--- src/rtl/trace_pkg.sv ---
package trace_pkg;

  typedef enum logic [3:0] {
    ST_OFF, ST_IDLE, ST_POP, ST_IE, ST_RUN, ST_WAIT, ST_PUSH, ST_VEC, ST_HALT
  } trc_state_e;

  localparam logic [1:0] STAT_OFF  = 2'b00;
  localparam logic [1:0] STAT_IDLE = 2'b01;
  localparam logic [1:0] STAT_BUSY = 2'b10;

  typedef struct packed {
    logic [1:0] status;
    logic       halt;
    logic       pop_req;
    logic       run_en;
    logic       fetch_en;
    logic       fetch_block;
    logic       stall;
    logic       push_req;
    logic       ip_load;
    logic       ie_we;
    logic       ie_wval;
  } trc_ctl_t;

  // Control word shown while the sequencer sits in a given state.
  function automatic trc_ctl_t ctl_decode(trc_state_e s, logic saved_ie);
    trc_ctl_t c;
    c = '0;
    case (s)
      ST_IDLE: begin c.status = STAT_IDLE; c.halt = 1'b1; end
      ST_POP:  begin c.status = STAT_BUSY; c.halt = 1'b1; c.pop_req = 1'b1; end
      ST_IE:   begin
        c.status = STAT_BUSY; c.halt = 1'b1;
        c.ie_we = saved_ie; c.ie_wval = saved_ie;
      end
      ST_RUN:  begin c.status = STAT_BUSY; c.run_en = 1'b1; c.fetch_en = 1'b1; end
      ST_WAIT: begin c.status = STAT_BUSY; c.fetch_block = 1'b1; end
      ST_PUSH: begin
        c.status = STAT_BUSY; c.fetch_block = 1'b1; c.stall = 1'b1; c.push_req = 1'b1;
      end
      ST_VEC:  begin
        c.status = STAT_BUSY; c.fetch_block = 1'b1; c.stall = 1'b1;
        c.ip_load = 1'b1; c.ie_we = 1'b1; c.ie_wval = 1'b0;
      end
      ST_HALT: begin c.status = STAT_BUSY; c.halt = 1'b1; end
      default: c = '0;
    endcase
    return c;
  endfunction

endpackage

--- src/rtl/trace_fsm.sv ---
module trace_fsm
  import trace_pkg::*;
(
  input  logic       clk,
  input  logic       rst,
  input  logic       dbg_enter,
  input  logic       dbg_exit,
  input  logic       trace_cmd,
  input  logic       pop_ack,
  input  logic       instr_done,
  input  logic       push_ack,
  output trc_state_e state_q,
  output trc_state_e state_d
);

  always_comb begin
    state_d = state_q;
    case (state_q)
      ST_OFF:  if (dbg_enter) state_d = ST_IDLE;
      ST_IDLE: begin
        if (dbg_exit)       state_d = ST_OFF;
        else if (trace_cmd) state_d = ST_POP;
      end
      ST_POP:  if (pop_ack)    state_d = ST_IE;
      ST_IE:   state_d = ST_RUN;
      ST_RUN:  state_d = ST_WAIT;
      ST_WAIT: if (instr_done) state_d = ST_PUSH;
      ST_PUSH: if (push_ack)   state_d = ST_VEC;
      ST_VEC:  state_d = ST_HALT;
      ST_HALT: state_d = ST_IDLE;
      default: state_d = ST_OFF;
    endcase
  end

  always_ff @(posedge clk) begin
    if (rst) state_q <= ST_OFF;
    else     state_q <= state_d;
  end

  // the pop state is left only on an acknowledge
  a_r3_pop_wait: assert property (@(posedge clk) disable iff (rst)
    (state_q == ST_POP && !pop_ack) |=> state_q == ST_POP);

  // the push state is left only on an acknowledge
  a_r7_push_wait: assert property (@(posedge clk) disable iff (rst)
    (state_q == ST_PUSH && !push_ack) |=> state_q == ST_PUSH);

endmodule

--- src/rtl/trace_ctx_regs.sv ---
module trace_ctx_regs
  import trace_pkg::*;
#(
  parameter int AW = 16
) (
  input  logic          clk,
  input  logic          rst,
  input  trc_state_e    state_q,
  input  logic          dbg_enter,
  input  logic          ie_in,
  input  logic          pop_ack,
  input  logic [AW-1:0] pop_data,
  input  logic          instr_done,
  input  logic [AW-1:0] ip_next,
  output logic [AW-1:0] ret_addr,
  output logic [AW-1:0] resume_ip,
  output logic          saved_ie
);

  always_ff @(posedge clk) begin
    if (rst) begin
      ret_addr  <= '0;
      resume_ip <= '0;
      saved_ie  <= 1'b0;
    end else begin
      if (state_q == ST_OFF && dbg_enter)   saved_ie  <= ie_in;
      if (state_q == ST_POP && pop_ack)     ret_addr  <= pop_data;
      if (state_q == ST_WAIT && instr_done) resume_ip <= ip_next;
    end
  end

  // the fetch address does not move while the step is running
  a_r5_addr_steady: assert property (@(posedge clk) disable iff (rst)
    (state_q == ST_RUN || state_q == ST_WAIT) |=> $stable(ret_addr));

endmodule

--- src/rtl/trace_ctl_regs.sv ---
module trace_ctl_regs
  import trace_pkg::*;
#(
  parameter int              AW      = 16,
  parameter logic [AW-1:0]   DBG_VEC = 16'h8010
) (
  input  logic          clk,
  input  logic          rst,
  input  trc_state_e    state_d,
  input  logic          saved_ie,
  output trc_ctl_t      ctl_q,
  output logic [AW-1:0] vec_q
);

  always_ff @(posedge clk) begin
    if (rst) begin
      ctl_q <= '0;
      vec_q <= '0;
    end else begin
      ctl_q <= ctl_decode(state_d, saved_ie);
      vec_q <= (state_d == ST_VEC) ? DBG_VEC : '0;
    end
  end

  // a blocked fetch and a permitted fetch never coincide
  a_r6_no_fetch_when_blocked: assert property (@(posedge clk) disable iff (rst)
    ctl_q.fetch_block |-> !ctl_q.fetch_en);

  // the reserved status code never appears
  a_r2_status_legal: assert property (@(posedge clk) disable iff (rst)
    ctl_q.status != 2'b11);

endmodule

--- src/rtl/trace_step_ctrl.sv ---
module trace_step_ctrl
  import trace_pkg::*;
#(
  parameter int            AW      = 16,
  parameter logic [AW-1:0] DBG_VEC = 16'h8010
) (
  input  logic          clk,
  input  logic          rst,
  input  logic          dbg_enter,
  input  logic          dbg_exit,
  input  logic          ie_in,
  input  logic          trace_cmd,
  output logic [1:0]    dbg_status,
  output logic          halt,
  output logic          pop_req,
  input  logic          pop_ack,
  input  logic [AW-1:0] pop_data,
  output logic [AW-1:0] fetch_addr,
  output logic          fetch_en,
  output logic          run_en,
  output logic          fetch_block,
  input  logic          instr_done,
  input  logic [AW-1:0] ip_next,
  output logic          stall,
  output logic          push_req,
  input  logic          push_ack,
  output logic [AW-1:0] push_data,
  output logic          ip_load,
  output logic [AW-1:0] ip_load_val,
  output logic          ie_we,
  output logic          ie_wval
);

  trc_state_e state_q, state_d;
  trc_ctl_t   ctl_q;
  logic       saved_ie;

  trace_fsm u_fsm (
    .clk, .rst, .dbg_enter, .dbg_exit, .trace_cmd,
    .pop_ack, .instr_done, .push_ack,
    .state_q, .state_d
  );

  trace_ctx_regs #(.AW(AW)) u_ctx (
    .clk, .rst, .state_q, .dbg_enter, .ie_in,
    .pop_ack, .pop_data, .instr_done, .ip_next,
    .ret_addr(fetch_addr), .resume_ip(push_data), .saved_ie
  );

  trace_ctl_regs #(.AW(AW), .DBG_VEC(DBG_VEC)) u_ctl (
    .clk, .rst, .state_d, .saved_ie,
    .ctl_q, .vec_q(ip_load_val)
  );

  assign dbg_status  = ctl_q.status;
  assign halt        = ctl_q.halt;
  assign pop_req     = ctl_q.pop_req;
  assign run_en      = ctl_q.run_en;
  assign fetch_en    = ctl_q.fetch_en;
  assign fetch_block = ctl_q.fetch_block;
  assign stall       = ctl_q.stall;
  assign push_req    = ctl_q.push_req;
  assign ip_load     = ctl_q.ip_load;
  assign ie_we       = ctl_q.ie_we;
  assign ie_wval     = ctl_q.ie_wval;

  // a trace strobe while idle starts the pop one cycle later
  a_r3_cmd_starts_pop: assert property (@(posedge clk) disable iff (rst)
    (dbg_status == STAT_IDLE && trace_cmd && !dbg_exit) |=>
      (dbg_status == STAT_BUSY && pop_req));

  // the execution window lasts one cycle
  a_r5_single_run: assert property (@(posedge clk) disable iff (rst)
    run_en |=> !run_en);

  // a pending push keeps its request and data
  a_r7_push_hold: assert property (@(posedge clk) disable iff (rst)
    (push_req && !push_ack) |=> (push_req && $stable(push_data)));

  // the pointer load carries the debug vector and masks interrupts
  a_r8_vector_load: assert property (@(posedge clk) disable iff (rst)
    ip_load |-> (ip_load_val == DBG_VEC && ie_we && !ie_wval));

  // a strobe while busy does not restart the pop
  a_r10_busy_ignores: assert property (@(posedge clk) disable iff (rst)
    (dbg_status == STAT_BUSY && !pop_req && trace_cmd) |=> !pop_req);

endmodule

--- config.mk ---
export PLATFORM = sky130hd
export DESIGN_NAME = trace_step_ctrl
export DESIGN_NICKNAME = d
export VERILOG_FILES = /design/src/rtl/trace_pkg.sv /design/src/rtl/trace_fsm.sv /design/src/rtl/trace_ctx_regs.sv /design/src/rtl/trace_ctl_regs.sv /design/src/rtl/trace_step_ctrl.sv
export SDC_FILE = /design/constraint.sdc
export NUM_CORES = 1
export LEC_CHECK = 0
export BUFFER_PORTS_ARGS = -buffer_cell sky130_fd_sc_hd__buf_2
export CAP_MARGIN = 20
export CORE_ASPECT_RATIO = 1.75
export CORE_MARGIN = 2
export CORE_UTILIZATION = 43
export DETAILED_ROUTE_END_ITERATION = 16
export GPL_TIMING_DRIVEN = 0
export PLACE_DENSITY = 0.74
export SETUP_SLACK_MARGIN = 0.5
export SKIP_LAST_GASP = 1
export SYNTH_ARGS = -nofsm -noshare
export SYNTH_HDL_FRONTEND = slang
export SYNTH_HIERARCHICAL = 1
export SYNTH_SLANG_ARGS = --single-unit
--- constraint.sdc ---
create_clock -name clk -period 1.6 [get_ports clk]
set_input_delay 0.32 -clock clk [delete_from_list [all_inputs] [get_ports clk]]
set_output_delay 0.32 -clock clk [all_outputs]
set_load 0.01 [all_outputs]
======== After elaboration in Yosys (flattened, before gate mapping) ========
Index checks and enable logic that the tools add are counted.
cells by class
  eq/ne operators ......................... 16
  mux-type cells .......................... 17
  reduce and logical (&&, ||, !) cells .... 8
operators with widths
  kind                number
  $pmux 4 s9          1
  $eq 4x3->1 const B  8
  $mux 4              6
  $eq 4x2->1 const B  4
  $mux 16             1
  $eq 4x1->1 const B  2
  $eq 4x4->1 const B  2
  $pmux 2 s2          2
  $reduce_or 7->1     1
  $mux 1              6
  $logic_not 4->1     1
  $reduce_or 4->1     1
  $logic_and 1x1->1   3
  $reduce_or 3->1     1
  $mux 2              1
  $reduce_or 2->1     1
storage, ports and cells
  register bits ........................... 65
  bits of input ports ..................... 41
  output and inout port bits .............. 60
  word-level logic and storage cells ...... 57

======== Logic depth before layout (Yosys ltp) ========
  depth after elaboration ................. 6
  mapped depth ............................ 6
  gate-level depth less buffers ........... 5

======== Cells and area by module ========
The synthesis kept the hierarchy.
by module, submodules not included
  module          times used  cells an instance  area each (sq um)  seq. area each (sq um)
  trace_ctx_regs  1           147                1524.0             660.6
  trace_ctl_regs  1           55                 519.2              220.2
  trace_fsm       1           29                 259.0              80.1

======== Worst setup path after synthesis ========
OpenSTA, ideal clock, no wires.
  path type ............................... reg2reg
  start ................................... register u_fsm.state_q[2]
  end ..................................... register, netlist name u_ctl/ctl_q[11]
  library setup time ...................... 78 ps
  arrival time ............................ 1648 ps
  required time ........................... 1522 ps
  slack ................................... -125 ps
  cell stages (with the launch flop) ...... 7
  buffers on the path ..................... 1
  period minus slack after synthesis ...... 1725 ps
  path through ............................ dfxtp_1 -> mux2_4 -> a21oi_2 -> a31oi_1 -> buf_6 -> o31a_2 -> nor3_1
between the ends
  elaborated cells on any way between the ends .. 26
  those cells by class .................... eq/ne: 16; mux: 8; reduce/logical: 2
RTL lines
  element                                   line                   text
  start: declaration                        trace_fsm.sv:12        output trc_state_e state_q,
  start signal: assignment                  trace_fsm.sv:37        else state_q <= state_d;
  $eq 4x4->1, or another cell as far along  trace_fsm.sv:18        case (state_q)
  $pmux 4 s9 (*)                            trace_fsm.sv:18
  via state_d[0]                            trace_step_ctrl.sv:34  trc_state_e state_q, state_d;
  $eq 4x2->1, or another cell as far along  trace_pkg.sv:29        case (s)
  $reduce_or 7->1 (no source line)          n/a
  $pmux 2 s2 (*)                            trace_pkg.sv:29
Mark *: on every way through the listed nets, which the timed path passes. The rest lies on a longest branch.
A chain may end at the register's enable or synchronous reset.

======== Worst setup path in the final report ========
  start ................................... register u_fsm.state_q[0]
  end ..................................... register, netlist name u_ctl/ctl_q[0]
between the ends
  cells in the longest elaborated chain, start to end .. 5
  elaborated cells on any way between the ends .. 19
  those cells by class .................... eq/ne: 10; mux: 8; reduce/logical: 1
ends and longest elaborated chain
  element                                          line                   text
  $mux 4                                           trace_fsm.sv:22        else if (trace_cmd) state_d = ST_POP;
  $mux 4                                           trace_fsm.sv:21        if (dbg_exit) state_d = ST_OFF;
  $pmux 4 s9 (*)                                   trace_fsm.sv:18
  via state_d[0]                                   trace_step_ctrl.sv:34
  $eq 4x3->1 / $eq 4x2->1 (equally long branches)  trace_pkg.sv:29
  $pmux 2 s2 (*)                                   trace_pkg.sv:29
Marks and branches as above.

==> metrics.cfg <==
[sta]
clock_skew_ns = 0.00391
finalWorstSetupSlack_ns = -0.119
hold_viol = 0
setup_viol = 18
slew_viol_final = 0
whs_ns = 0.266
fin_setup_tns_ns = -0.739
fin_crit_ns = 1.72
period_share_pct = 107
clock.fmax_mhz = 582
rsz0062_at_grt = true

[logic_synthesis]
synth_area_per_cell_um2 = 9.97
yosys.cell_count.top_type = nand2b_1
synthTopCellsByCount = nand2b_1 (67), dfxtp_1 (48), mux2i_1 (32)
synth_area_leaders = dfxtp_1 (42%), nand2b_1 (18%), mux2i_1 (14%), buf_4 (5.5%), buf_12 (1.7%)
ys_seq_area_share_pct = 41.7
synth_seq_cells = 48
yosysTopAreaCell = dfxtp_1
ys.flop_type = dfxtp_1
ys_warn_count = 6
synthCells = 231
synth_edf_count = 0
syn-cell-area_um2 = 2300
synth_top_cell_area_share_pct = 41.7
ys_types = 36
ys_async_sr_fraction_pct = 0

[routing]
routed_wirelength_um = 5900
drt_iter0_drc = 27
dr.pass1.iters = 4
vias_per_cell = 4.81
wire_per_inst_um = 13.5
drtAntennaViolNets = 0
dr_total_vias = 2095
drc = 0

[critical_path]
start_kind = flip-flop
cp.required_ns = 1.83
cp-startpoint = u_fsm/state_q[0]
reg2reg_setup_slack_ns = -0.12
crit_fanout = 6
timing.rr.start = u_fsm/state_q[0]
crit_chain = buf_4, nor2_1, a32oi_2, a31oi_4, buf_6, or3b_4, nor3_2
critPathKind = reg2reg
crit_slowest_cell = or3b_4
crit_arrival_ns = 1.95
crit_path_end_kind = flip-flop
worst_path_largest_cell_delay_ns = 0.39

[global_routing]
grt_util_met3_pct = 2.95
grt_max_degree = 15
grt_remaining_overflow = 0
grt_usage_pct = 18.1
grt.met1_usage_pct = 19.7
grt_pass1_wl_um = 8500
grt_util_met2_pct = 33.0
grt_busiest_layer = met2
grt_pass1_vias = 1942
antenna_found_initial = 0

[place]
dpl_cell_area_um2 = 2910
place_congestion = 0.788
portBuffers = 86
place_inst = 385
hpwl_um = 3640

[min_path]
min_from = ip_next[3]
min_path_type = in2reg

[layout]
fillers = 421
multi_input_area_um2 = 1340
antennaDiodeCount = 0
layout.cells.non_filler = 436
fin_util_pct = 71.1
fin_area_um2 = 3710
layout.nets = 421
regArea_um2 = 1020
area_growth_pct = 61.0
drive_gt1_share_pct = 59.8

[clock_tree]
cts-root-buf = clkbuf_8
cts_tree = built
clk_path_buf_depth = 2
cts.clk_slew.worst_paths_ns = 0.09
clkLatencyLatePin_ns = 0.30
h-tree-depth = 2
cts_made_buffers = 5
clkSinkCount = 48

[status]
violations = negative setup slack
outcome = complete, but fails checks

[floorplanning]
die_area_um2 = 5980
top_level_ports = 101
die_x_um = 59.3
start_util_pct = 44.2
die_h_um = 101
num_rows = 35
core_area_um2 = 5210

[power_and_ir_drop]
power_density_nw_per_um2 = 630
leakagePower_nw = 1.66
ir_drop_mv = 0.534

[job]
max_cap_violations = 0

power breakdown:
group / leakage (nW) / switching, mW / total (mW) / internal (mW)
Combinational: 1.21 / 0.179 / 0.415 / 0.236
Clock: 0.0453 / 0.402 / 0.699 / 0.298
Sequential: 0.408 / 0.0148 / 1.22 / 1.21
per-layer routing:
metal	vias to the layer above	part of all wire [%]
li1	1029	-
met3	11	4.6
met1	984	36
met4	0	2.2
met2	71	57
met5	-	0
area by class of cell:
type                    count  share of cell area [%]
plain buffers              30                    6.79
clock buffers               5                    1.86
clock inverters             3                   0.371
inverters                   2                   0.203
multi-input cells         164                    36.2
flip-flops and latches     48                    27.5
well taps                  55                    1.86
repair buffers            129                    25.2
repair_timing:
item | in CTS | in global routing
cloned | 1 | 1
endpoints found under the setup margin | 54 | 78
buffers inserted | 25 | 16
hold buffers | 0 | 0
pin swaps | 10 | 11
resized for setup | 29 | 66
state kept, by name (all words and copies together), names as in the netlist:
register	flops
u_ctl/ctl_q	10
u_ctl/vec_q	1
u_ctx/resume_ip	16
u_ctx/ret_addr	16
u_ctx/saved_ie	1
u_fsm/state_q	4
cell usage in the layout, fill, tap and decap left out, drive strengths merged, types with 2 or more instances in the layout:
cell | Yosys | layout
nor2 | 9 | 9
clkinv | 0 | 3
conb | 1 | 14
buf | 23 | 151
clkbuf | 7 | 13
dfxtp | 48 | 48
nand2 | 6 | 6
o31a | 2 | 2
mux2i | 32 | 32
nor3 | 9 | 9
or3b | 2 | 2
inv | 2 | 2
nand2b | 67 | 67
nor4b | 3 | 3
nand4b | 2 | 2
a21oi | 3 | 3
logic make-up (layout without fill, tap and decap cells):
kind of cell	Yosys count	count (layout)	share of synthesized area [%]
and+or+nand+nor	105	105	28.8
muxes	33	33	14.6
other	1	14	0.163
DFF	48	48	41.7
buffers and inverters	32	169	10.4
AOI/OAI and AO/OA	11	11	3.91
xor gates and xnor gates	1	1	0.381
critical path: cells and delay by family, from the launching register on:
kind,cells,cell delay [ns]
AO/OA/AOI/OAI,2,0.32
buffers and inverters,2,0.27
flip-flops,1,0.38
AND/OR/NAND/NOR,3,0.68
path summary, 6_finish.rpt:
check / end / depth (start not counted)
worst max-delay path: u_ctl/ctl_q[0] / 7
worst min-delay path: u_ctx/resume_ip[3] / 3
worst max register to register: u_ctl/ctl_q[0] / 7
worst min register to register: u_ctx/ret_addr[12] / 2
through the flow:
step / worst slack (ns) / power, mW
finish: -0.119 / 2.34
detailed placement: -0.147 / 1.54
global route: -0.171 / 2.43
global placement: -0.140 / 1.53
floorplan: -0.00515 / 1.44
CTS: -0.0453 / 2.27
(Power assumes the default switching activity.)
